==> src/rtl/txf_pkg.sv <==
// Shared types for the transmit descriptor fetch engine.
// Assumes a descriptor address of 64 bits and a 16-bit length field.
package txf_pkg;

    localparam int TXF_ADDR_W = 64;
    localparam int TXF_HALF_W = 16;
    localparam int TXF_WORD_W = 32;

    typedef enum logic [1:0] {
        RD_IDLE = 2'd0,
        RD_REQ  = 2'd1,
        RD_DATA = 2'd2,
        RD_HOLD = 2'd3
    } rd_state_e;

    typedef struct packed {
        logic [TXF_ADDR_W-1:0] addr;
        logic [TXF_HALF_W-1:0] len;
        logic [TXF_HALF_W-1:0] flags;
        logic                  last;
    } txd_s;

endpackage

==> src/rtl/txf_mailbox.sv <==
// Producer mailbox: holds the last index the host wrote and flags an
// empty ring when it matches the engine's consumer index.
// Assumes the host never posts past the slot it has reclaimed.
module txf_mailbox #(
    parameter int IDX_W = 9
) (
    input  logic             clk,
    input  logic             rst_n,
    input  logic             wr,
    input  logic [IDX_W-1:0] wr_idx,
    input  logic [IDX_W-1:0] cons_idx,
    output logic [IDX_W-1:0] prod_idx,
    output logic             ring_empty
);

    logic [IDX_W-1:0] prod_q;

    // Capture the producer index on a host write.
    always_ff @(posedge clk) begin
        if (!rst_n) begin
            prod_q <= '0;
        end else if (wr) begin
            prod_q <= wr_idx;
        end
    end

    // Empty whenever the consumer has caught up with the producer.
    always_comb begin
        ring_empty = (prod_q == cons_idx);
    end

    assign prod_idx = prod_q;

    p_prod_load_r2: assert property (@(posedge clk) disable iff (!rst_n)
        wr |=> prod_idx == $past(wr_idx));

endmodule

==> src/rtl/txf_reader.sv <==
// Descriptor reader: issues one multi-word read per ring slot, gathers
// the response words in order and holds them until the downstream
// handshake retires the slot. Only one descriptor is in flight.
// Assumes responses arrive in order and only after a request is taken;
// the last word (reserved) is counted but not stored.
module txf_reader
    import txf_pkg::*;
#(
    parameter int IDX_W   = 9,
    parameter int BASE_W  = 64,
    parameter int NWORDS  = 4,
    parameter int NKEEP   = 3
) (
    input  logic                       clk,
    input  logic                       rst_n,
    input  logic [BASE_W-1:0]          ring_base,
    input  logic [IDX_W-1:0]           cons_idx,
    input  logic                       ring_empty,
    output logic                       req_valid,
    input  logic                       req_ready,
    output logic [BASE_W-1:0]          req_addr,
    input  logic                       rsp_valid,
    input  logic [TXF_WORD_W-1:0]      rsp_data,
    output logic                       desc_valid,
    input  logic                       desc_taken,
    output logic [NKEEP*TXF_WORD_W-1:0] words
);

    localparam int WCNT_W = $clog2(NWORDS);
    localparam int OFS_SH = $clog2(NWORDS * TXF_WORD_W / 8);
    localparam logic [WCNT_W-1:0] LAST_W = WCNT_W'(NWORDS - 1);

    rd_state_e         state_q;
    rd_state_e         state_d;
    logic [WCNT_W-1:0] wcnt_q;
    logic              take_word;

    assign take_word = (state_q == RD_DATA) && rsp_valid;

    // Next-state selection for the fetch sequence.
    always_comb begin
        state_d = state_q;
        unique case (state_q)
            RD_IDLE: if (!ring_empty)                   state_d = RD_REQ;
            RD_REQ:  if (req_ready)                     state_d = RD_DATA;
            RD_DATA: if (take_word && wcnt_q == LAST_W) state_d = RD_HOLD;
            RD_HOLD: if (desc_taken)                    state_d = RD_IDLE;
            default:                                    state_d = RD_IDLE;
        endcase
    end

    // State register.
    always_ff @(posedge clk) begin
        if (!rst_n) begin
            state_q <= RD_IDLE;
        end else begin
            state_q <= state_d;
        end
    end

    // Word counter: cleared on request acceptance, stepped per word.
    always_ff @(posedge clk) begin
        if (!rst_n) begin
            wcnt_q <= '0;
        end else if (state_q == RD_REQ && req_ready) begin
            wcnt_q <= '0;
        end else if (take_word) begin
            wcnt_q <= wcnt_q + 1'b1;
        end
    end

    // One capture register per kept word.
    for (genvar g = 0; g < NKEEP; g++) begin : g_word
        logic [TXF_WORD_W-1:0] wbuf_q;

        // Store this word when its position comes up.
        always_ff @(posedge clk) begin
            if (!rst_n) begin
                wbuf_q <= '0;
            end else if (take_word && wcnt_q == WCNT_W'(g)) begin
                wbuf_q <= rsp_data;
            end
        end

        assign words[g*TXF_WORD_W +: TXF_WORD_W] = wbuf_q;
    end

    // Slot address: base plus index scaled by descriptor size.
    always_comb begin
        req_addr = ring_base + BASE_W'({cons_idx, {OFS_SH{1'b0}}});
    end

    assign req_valid  = (state_q == RD_REQ);
    assign desc_valid = (state_q == RD_HOLD);

    p_req_hold_r3: assert property (@(posedge clk) disable iff (!rst_n)
        req_valid && !req_ready |=> req_valid && $stable(req_addr));

    p_req_needs_work_r2: assert property (@(posedge clk) disable iff (!rst_n)
        req_valid |-> !ring_empty);

    p_hold_until_taken_r7: assert property (@(posedge clk) disable iff (!rst_n)
        desc_valid && !desc_taken |=> desc_valid && $stable(words));

endmodule

==> src/rtl/txf_decode.sv <==
// Field decode of a gathered descriptor: 64-bit address from the first
// two words, length and flags from the third, end-of-frame from a flag bit.
// Purely combinational; assumes words arrive packed with word 0 lowest.
module txf_decode
    import txf_pkg::*;
#(
    parameter int NKEEP   = 3,
    parameter int EOP_BIT = 2
) (
    input  logic [NKEEP*TXF_WORD_W-1:0] words,
    output txd_s                        desc
);

    logic [TXF_WORD_W-1:0] w_hi;
    logic [TXF_WORD_W-1:0] w_lo;
    logic [TXF_WORD_W-1:0] w_ctl;

    assign w_hi  = words[0*TXF_WORD_W +: TXF_WORD_W];
    assign w_lo  = words[1*TXF_WORD_W +: TXF_WORD_W];
    assign w_ctl = words[2*TXF_WORD_W +: TXF_WORD_W];

    // Split the words into output fields.
    always_comb begin
        desc.addr  = {w_hi, w_lo};
        desc.len   = w_ctl[TXF_WORD_W-1 -: TXF_HALF_W];
        desc.flags = w_ctl[TXF_HALF_W-1:0];
        desc.last  = w_ctl[EOP_BIT];
    end

endmodule

==> src/rtl/txf_status.sv <==
// Consumer index and the host-visible status word. The index advances
// once per retired descriptor and wraps at the ring size.
// Assumes IDX_W is below 16 so the index fits the upper half-word.
module txf_status
    import txf_pkg::*;
#(
    parameter int IDX_W = 9
) (
    input  logic                  clk,
    input  logic                  rst_n,
    input  logic                  advance,
    output logic [IDX_W-1:0]      cons_idx,
    output logic [TXF_WORD_W-1:0] status_word
);

    logic [IDX_W-1:0] cons_q;

    // Step the consumer index on each retired descriptor.
    always_ff @(posedge clk) begin
        if (!rst_n) begin
            cons_q <= '0;
        end else if (advance) begin
            cons_q <= cons_q + 1'b1;
        end
    end

    // Place the index in the upper half of the status word.
    always_comb begin
        status_word = {{(TXF_HALF_W-IDX_W){1'b0}}, cons_q, {TXF_HALF_W{1'b0}}};
    end

    assign cons_idx = cons_q;

    p_status_step_r8: assert property (@(posedge clk) disable iff (!rst_n)
        advance |=> cons_idx == IDX_W'($past(cons_idx) + 1'b1));

    p_status_hold_r8: assert property (@(posedge clk) disable iff (!rst_n)
        !advance |=> $stable(status_word));

endmodule

==> src/rtl/txdesc_fetch.sv <==
// Transmit descriptor fetch engine top level. Connects the producer
// mailbox, the single-outstanding reader, the field decoder and the
// consumer/status register. Assumes a 16-byte aligned ring base and a
// host that keeps one ring slot unused.
module txdesc_fetch
    import txf_pkg::*;
#(
    parameter int IDX_W   = 9,
    parameter int NWORDS  = 4,
    parameter int EOP_BIT = 2
) (
    input  logic                  clk,
    input  logic                  rst_n,
    input  logic [TXF_ADDR_W-1:0] ring_base,
    input  logic                  mbox_wr,
    input  logic [IDX_W-1:0]      mbox_idx,
    output logic                  rd_req_valid,
    input  logic                  rd_req_ready,
    output logic [TXF_ADDR_W-1:0] rd_req_addr,
    input  logic                  rd_rsp_valid,
    input  logic [TXF_WORD_W-1:0] rd_rsp_data,
    output logic                  tx_valid,
    input  logic                  tx_ready,
    output logic [TXF_ADDR_W-1:0] tx_addr,
    output logic [TXF_HALF_W-1:0] tx_len,
    output logic [TXF_HALF_W-1:0] tx_flags,
    output logic                  tx_last,
    output logic [TXF_WORD_W-1:0] status_word
);

    localparam int NKEEP = NWORDS - 1;

    logic [IDX_W-1:0]            cons_idx;
    logic [IDX_W-1:0]            prod_idx;
    logic                        ring_empty;
    logic                        retire;
    logic [NKEEP*TXF_WORD_W-1:0] words;
    txd_s                        desc;

    assign retire = tx_valid && tx_ready;

    txf_mailbox #(.IDX_W(IDX_W)) u_mbox (
        .clk        (clk),
        .rst_n      (rst_n),
        .wr         (mbox_wr),
        .wr_idx     (mbox_idx),
        .cons_idx   (cons_idx),
        .prod_idx   (prod_idx),
        .ring_empty (ring_empty)
    );

    txf_reader #(
        .IDX_W  (IDX_W),
        .BASE_W (TXF_ADDR_W),
        .NWORDS (NWORDS),
        .NKEEP  (NKEEP)
    ) u_reader (
        .clk        (clk),
        .rst_n      (rst_n),
        .ring_base  (ring_base),
        .cons_idx   (cons_idx),
        .ring_empty (ring_empty),
        .req_valid  (rd_req_valid),
        .req_ready  (rd_req_ready),
        .req_addr   (rd_req_addr),
        .rsp_valid  (rd_rsp_valid),
        .rsp_data   (rd_rsp_data),
        .desc_valid (tx_valid),
        .desc_taken (retire),
        .words      (words)
    );

    txf_decode #(.NKEEP(NKEEP), .EOP_BIT(EOP_BIT)) u_decode (
        .words (words),
        .desc  (desc)
    );

    txf_status #(.IDX_W(IDX_W)) u_status (
        .clk         (clk),
        .rst_n       (rst_n),
        .advance     (retire),
        .cons_idx    (cons_idx),
        .status_word (status_word)
    );

    assign tx_addr  = desc.addr;
    assign tx_len   = desc.len;
    assign tx_flags = desc.flags;
    assign tx_last  = desc.last;

    p_out_hold_r7: assert property (@(posedge clk) disable iff (!rst_n)
        tx_valid && !tx_ready |=> tx_valid && $stable(tx_addr) && $stable(tx_len)
                                  && $stable(tx_flags) && $stable(tx_last));

    p_no_fetch_while_holding_r3: assert property (@(posedge clk) disable iff (!rst_n)
        tx_valid |-> !rd_req_valid);

    p_retire_needs_pending_r2: assert property (@(posedge clk) disable iff (!rst_n)
        retire |-> prod_idx != cons_idx);

endmodule

==> config.mk <==
export PLATFORM = sky130hd
export DESIGN_NAME = txdesc_fetch
export DESIGN_NICKNAME = d
export VERILOG_FILES = /design/src/rtl/txf_pkg.sv /design/src/rtl/txf_mailbox.sv /design/src/rtl/txf_reader.sv /design/src/rtl/txf_decode.sv /design/src/rtl/txf_status.sv /design/src/rtl/txdesc_fetch.sv
export SDC_FILE = /design/constraint.sdc
export NUM_CORES = 1
export LEC_CHECK = 0
export BUFFER_PORTS_ARGS = -buffer_cell sky130_fd_sc_hd__clkbuf_2
export CORE_MARGIN = 2
export CORE_UTILIZATION = 31
export DETAILED_ROUTE_END_ITERATION = 10
export PLACE_DENSITY_LB_ADDON = 0.15
export SYNTH_ARGS = -nofsm -noshare
export SYNTH_HDL_FRONTEND = slang
export SYNTH_SLANG_ARGS = --single-unit
==> constraint.sdc <==
create_clock -name clk -period 5.6 [get_ports clk]
set_input_delay 0.56 -clock clk [delete_from_list [all_inputs] [get_ports clk]]
set_output_delay 0.56 -clock clk [all_outputs]
set_load 0.02 [all_outputs]
==> metrics.csv <==
stage,metric,value,unit
grt,total grt overflow,0,
power,Int Power,1.676,mW
yosys,ys flop type,dfxtp_1,
run_status,status,"complete, no violations",
power,P_leak,3.660,nW
yosys,ys async rst share,0,
power,Net Sw Frac,0.2987,
place,HPWL Detailed,15060,µm
final_layout,"most common cell after layout, fill and taps aside",clkbuf_2,
yosys,synthesized area per cell,7.841,µm²
clock_network,hold buffers post-CTS,0,
critical_path,crit path launch,u_status.cons_idx[0],
critical_path,Crit Path Category,reg2out,
yosys,number of synthesized flops with an enable pin,0,
timing,Final min period,4027,ps
routing,TritonRoute pass-1 iters,5,
clock_network,clock-pin slew on the worst setup and hold paths,60,ps
grt,largest net degree at the start of global routing,52,
grt,Total GRT Usage,0.1908,
floorplan,Chip Width,145.4,µm
place,Port Buffer Count,274,
timing,fin. max-slew vios,0,
timing,Slew @ Worst Pin,895.1,ps
floorplan,Core Footprint,19530,µm²
clock_network,CTS Sinks,118,
floorplan,Initial Util,0.3176,
final_layout,layout cells sized above 1,0.3100,
grt,initial antenna violation count,2,
final_layout,Fillers,2049,
critical_path,Critical Path Start Type,flip-flop,
hold_path,Min-Delay Path Class,in2reg,
routing,Initial DRC Count,222,
yosys,ranking of synthesized cells by area,"dfxtp_1 (38%), nand2_1 (14%), a21oi_1 (5.6%)",
clock_network,CTS HTree Levels,4,
grt,first-pass GRT wire length,31960,µm
final_layout,final core occ,0.4227,
power,sequential share of power,0.376,
critical_path,R2R cell count,6,
clock_network,Root Driver,clkbuf_16,
timing,# setup viols final,0,
yosys,Syn. warnings,0,
routing,drt wl/cell,15.68,µm
critical_path,Reg2Reg Launch Point,u_reader.state_q[0],
floorplan,die area,21150,µm²
critical_path,CP Capture Type,output pin,
floorplan,FP Rows,51,
clock_network,post-cts resize count,0,
timing,final hold vios,0,
timing,Max Fclk,248.3,MHz
yosys,Post-Syn Instances,791,
routing,post-route ant nets,0,
power,VDD IR max,0.2210,mV
clock_network,CTS Buf Count,17,
critical_path,"critical path fanouts, max",6,
grt,vias in the first global route,5798,
clock_network,CTS tree,built,
floorplan,I/O pin count,306,
routing,DRT Wirelength,20760,µm
yosys,sequential fraction of the synthesis area,0.3809,
timing,clk_skew,8.670,ps
power,Comb power frac,0.177,
routing,vias per inst,4.632,
clock_network,Max clock buf depth,2,
critical_path,"setup slack, reg-to-reg",3810,ps
power,clock network fraction of design power,0.446,
final_layout,# nets final,1176,
critical_path,slowest CP cell,a21boi_1,
critical_path,crit path capture,rd_req_addr[42],
yosys,post-synthesis sequential element count,118,
critical_path,crit-path cells,ha_1 > inv_1 > fa_1 > and2b_1 > o2111ai_1 > a21boi_1 > o211ai_1 > nor3_1 > xor2_1 > clkbuf_2,
power,net load switching power,0.7140,mW
yosys,largest area contributor in the netlist,dfxtp_1,
timing,Slew HR,0.4032,
place,GP Congestion,0.9009,
routing,DRC Markers,0,
timing,Setup TNS,0,ps
clock_network,Clock Latency Late Sink,420,ps
critical_path,peak per-stage delay on the critical path,520,ps
critical_path,CP Data Arrival Time,3470,ps
clock_network,setup bufs post-CTS,0,
routing,vias post-DR,6133,
final_layout,area growth from synthesis to layout,33.06,%
final_layout,most frequent cells in the layout,"clkbuf_2 (274), nand2_1 (225), dfxtp_1 (118)",
yosys,top-area cell type share of the netlist area,0.3809,
timing,RSZ-0062 raised after global routing,no,
yosys,"Distinct cells, synth",54,
run,Max-Cap Viols,0,
floorplan,Die H,145.4,µm
critical_path,end of the worst register-to-register path,u_reader.g_word[2].wbuf_q[29],
critical_path,WP data required,5040,ps
power,power density cells,289.7,nW/µm²
timing,Final period util,0.7192,
yosys,Mapped Area,6202,µm²
timing,final hold slack,384.3,ps
==> how the worst min path moves through the flow <==
| stage | from | end | cells after the start |
|---|---|---|---|
| after floorplan | u_reader.wcnt_q[1] | u_reader.wcnt_q[1] | 2 |
| after global placement | u_reader.g_word[1].wbuf_q[30] | u_reader.g_word[1].wbuf_q[30] | 2 |
| after detailed placement | u_reader.g_word[1].wbuf_q[6] | u_reader.g_word[1].wbuf_q[6] | 2 |
| after CTS | mbox_idx[7] | u_mbox.prod_idx[7] | 3 |
| after global routing | rd_rsp_data[14] | u_reader.g_word[1].wbuf_q[14] | 3 |
| final | mbox_idx[7] | u_mbox.prod_idx[7] | 3 |
==> final cells by class <==
class                      instances  area, µm²  share of cell area
sequential                       118       2362              0.2862
multi-input combinational        610       3488              0.4227
timing repair buffer             281       1424              0.1725
clock buffer                      18      429.2             0.05200
tap                              265      331.6             0.04018
antenna                            1      2.502           0.0003032
inverter                          17      63.81            0.007732
clock inverter                    14      151.4             0.01834
==> routing by layer <==
| layer | global-route usage | vias up | part of all wire |
|---|---|---|---|
| met3 | 0.06583 | 33 | 0.076 |
| li1 | - | 3089 | - |
| met4 | 0.08039 | 2 | 0.030 |
| met5 | 0 | - | 0.00053 |
| met2 | 0.3296 | 207 | 0.49 |
| met1 | 0.2144 | 2802 | 0.41 |
==> flip-flops by register name, summed over array words and instances, names as in the netlist <==
| signal | cells |
|---|---|
| u_status.cons_idx | 9 |
| u_reader.wcnt_q | 2 |
| u_mbox.prod_idx | 9 |
| u_reader.g_word.wbuf_q | 96 |
| u_reader.state_q | 2 |
==> kinds of logic after synthesis <==
group / synth area share
AOI/OAI and AO/OA: 0.1335
DFF: 0.3809
and+or+nand+nor: 0.2584
other: 0.0006046
xor gates and xnor gates: 0.09885
muxes: 0.01614
adders and majority gates: 0.04156
buffers and inverters: 0.07000
==> worst max-delay path: cells and delay by family, from the launching register on <==
kind / cells / cell delay, ps
DFF: 1 / 450
adders and majority gates: 2 / 600
xor gates and xnor gates: 1 / 220
and+or+nand+nor: 2 / 530
AOI/OAI and AO/OA: 3 / 990
buffers and inverters: 2 / 260
==> power by group through the flow <==
stage | Combinational [mW] | Sequential [mW] | Clock (mW)
6_report | 0.424 | 0.900 | 1.07
5_1_grt | 0.465 | 0.904 | 1.12
4_1_cts | 0.429 | 0.900 | 1.09
3_5_place_dp | 0.428 | 0.918 | 0
3_3_place_gp | 0.427 | 0.917 | 0
2_1_floorplan | 0.248 | 0.943 | 0
==> cell usage after synthesis, drive strengths merged (5+ instances only) <==
cell type  number
nand3          22
xor2           38
nand2         226
and3           12
mux2i          10
nor4            7
and2            7
o21ai           5
buf            31
a21boi         36
nor2           33
nor3           15
xnor2          32
a21oi          71
nand4          15
clkbuf         37
ha             19
a21o            5
dfxtp         118
and4            5
inv            17
==> per-stage QoR <==
step | setup WS [ps] | cells | power, mW | instance area (µm²)
floorplan | 2371 | 813 | 1.192 | 6285
global placement | 1948 | 1291 | 1.343 | 7670
detailed placement | 1899 | 1291 | 1.345 | 7670
CTS | 1571 | 1323 | 2.422 | 8250
global route | 1326 | 1324 | 2.493 | 8253
finish | 1573 | 1324 | 2.390 | 8253
Power figures use the tool's default switching activity.
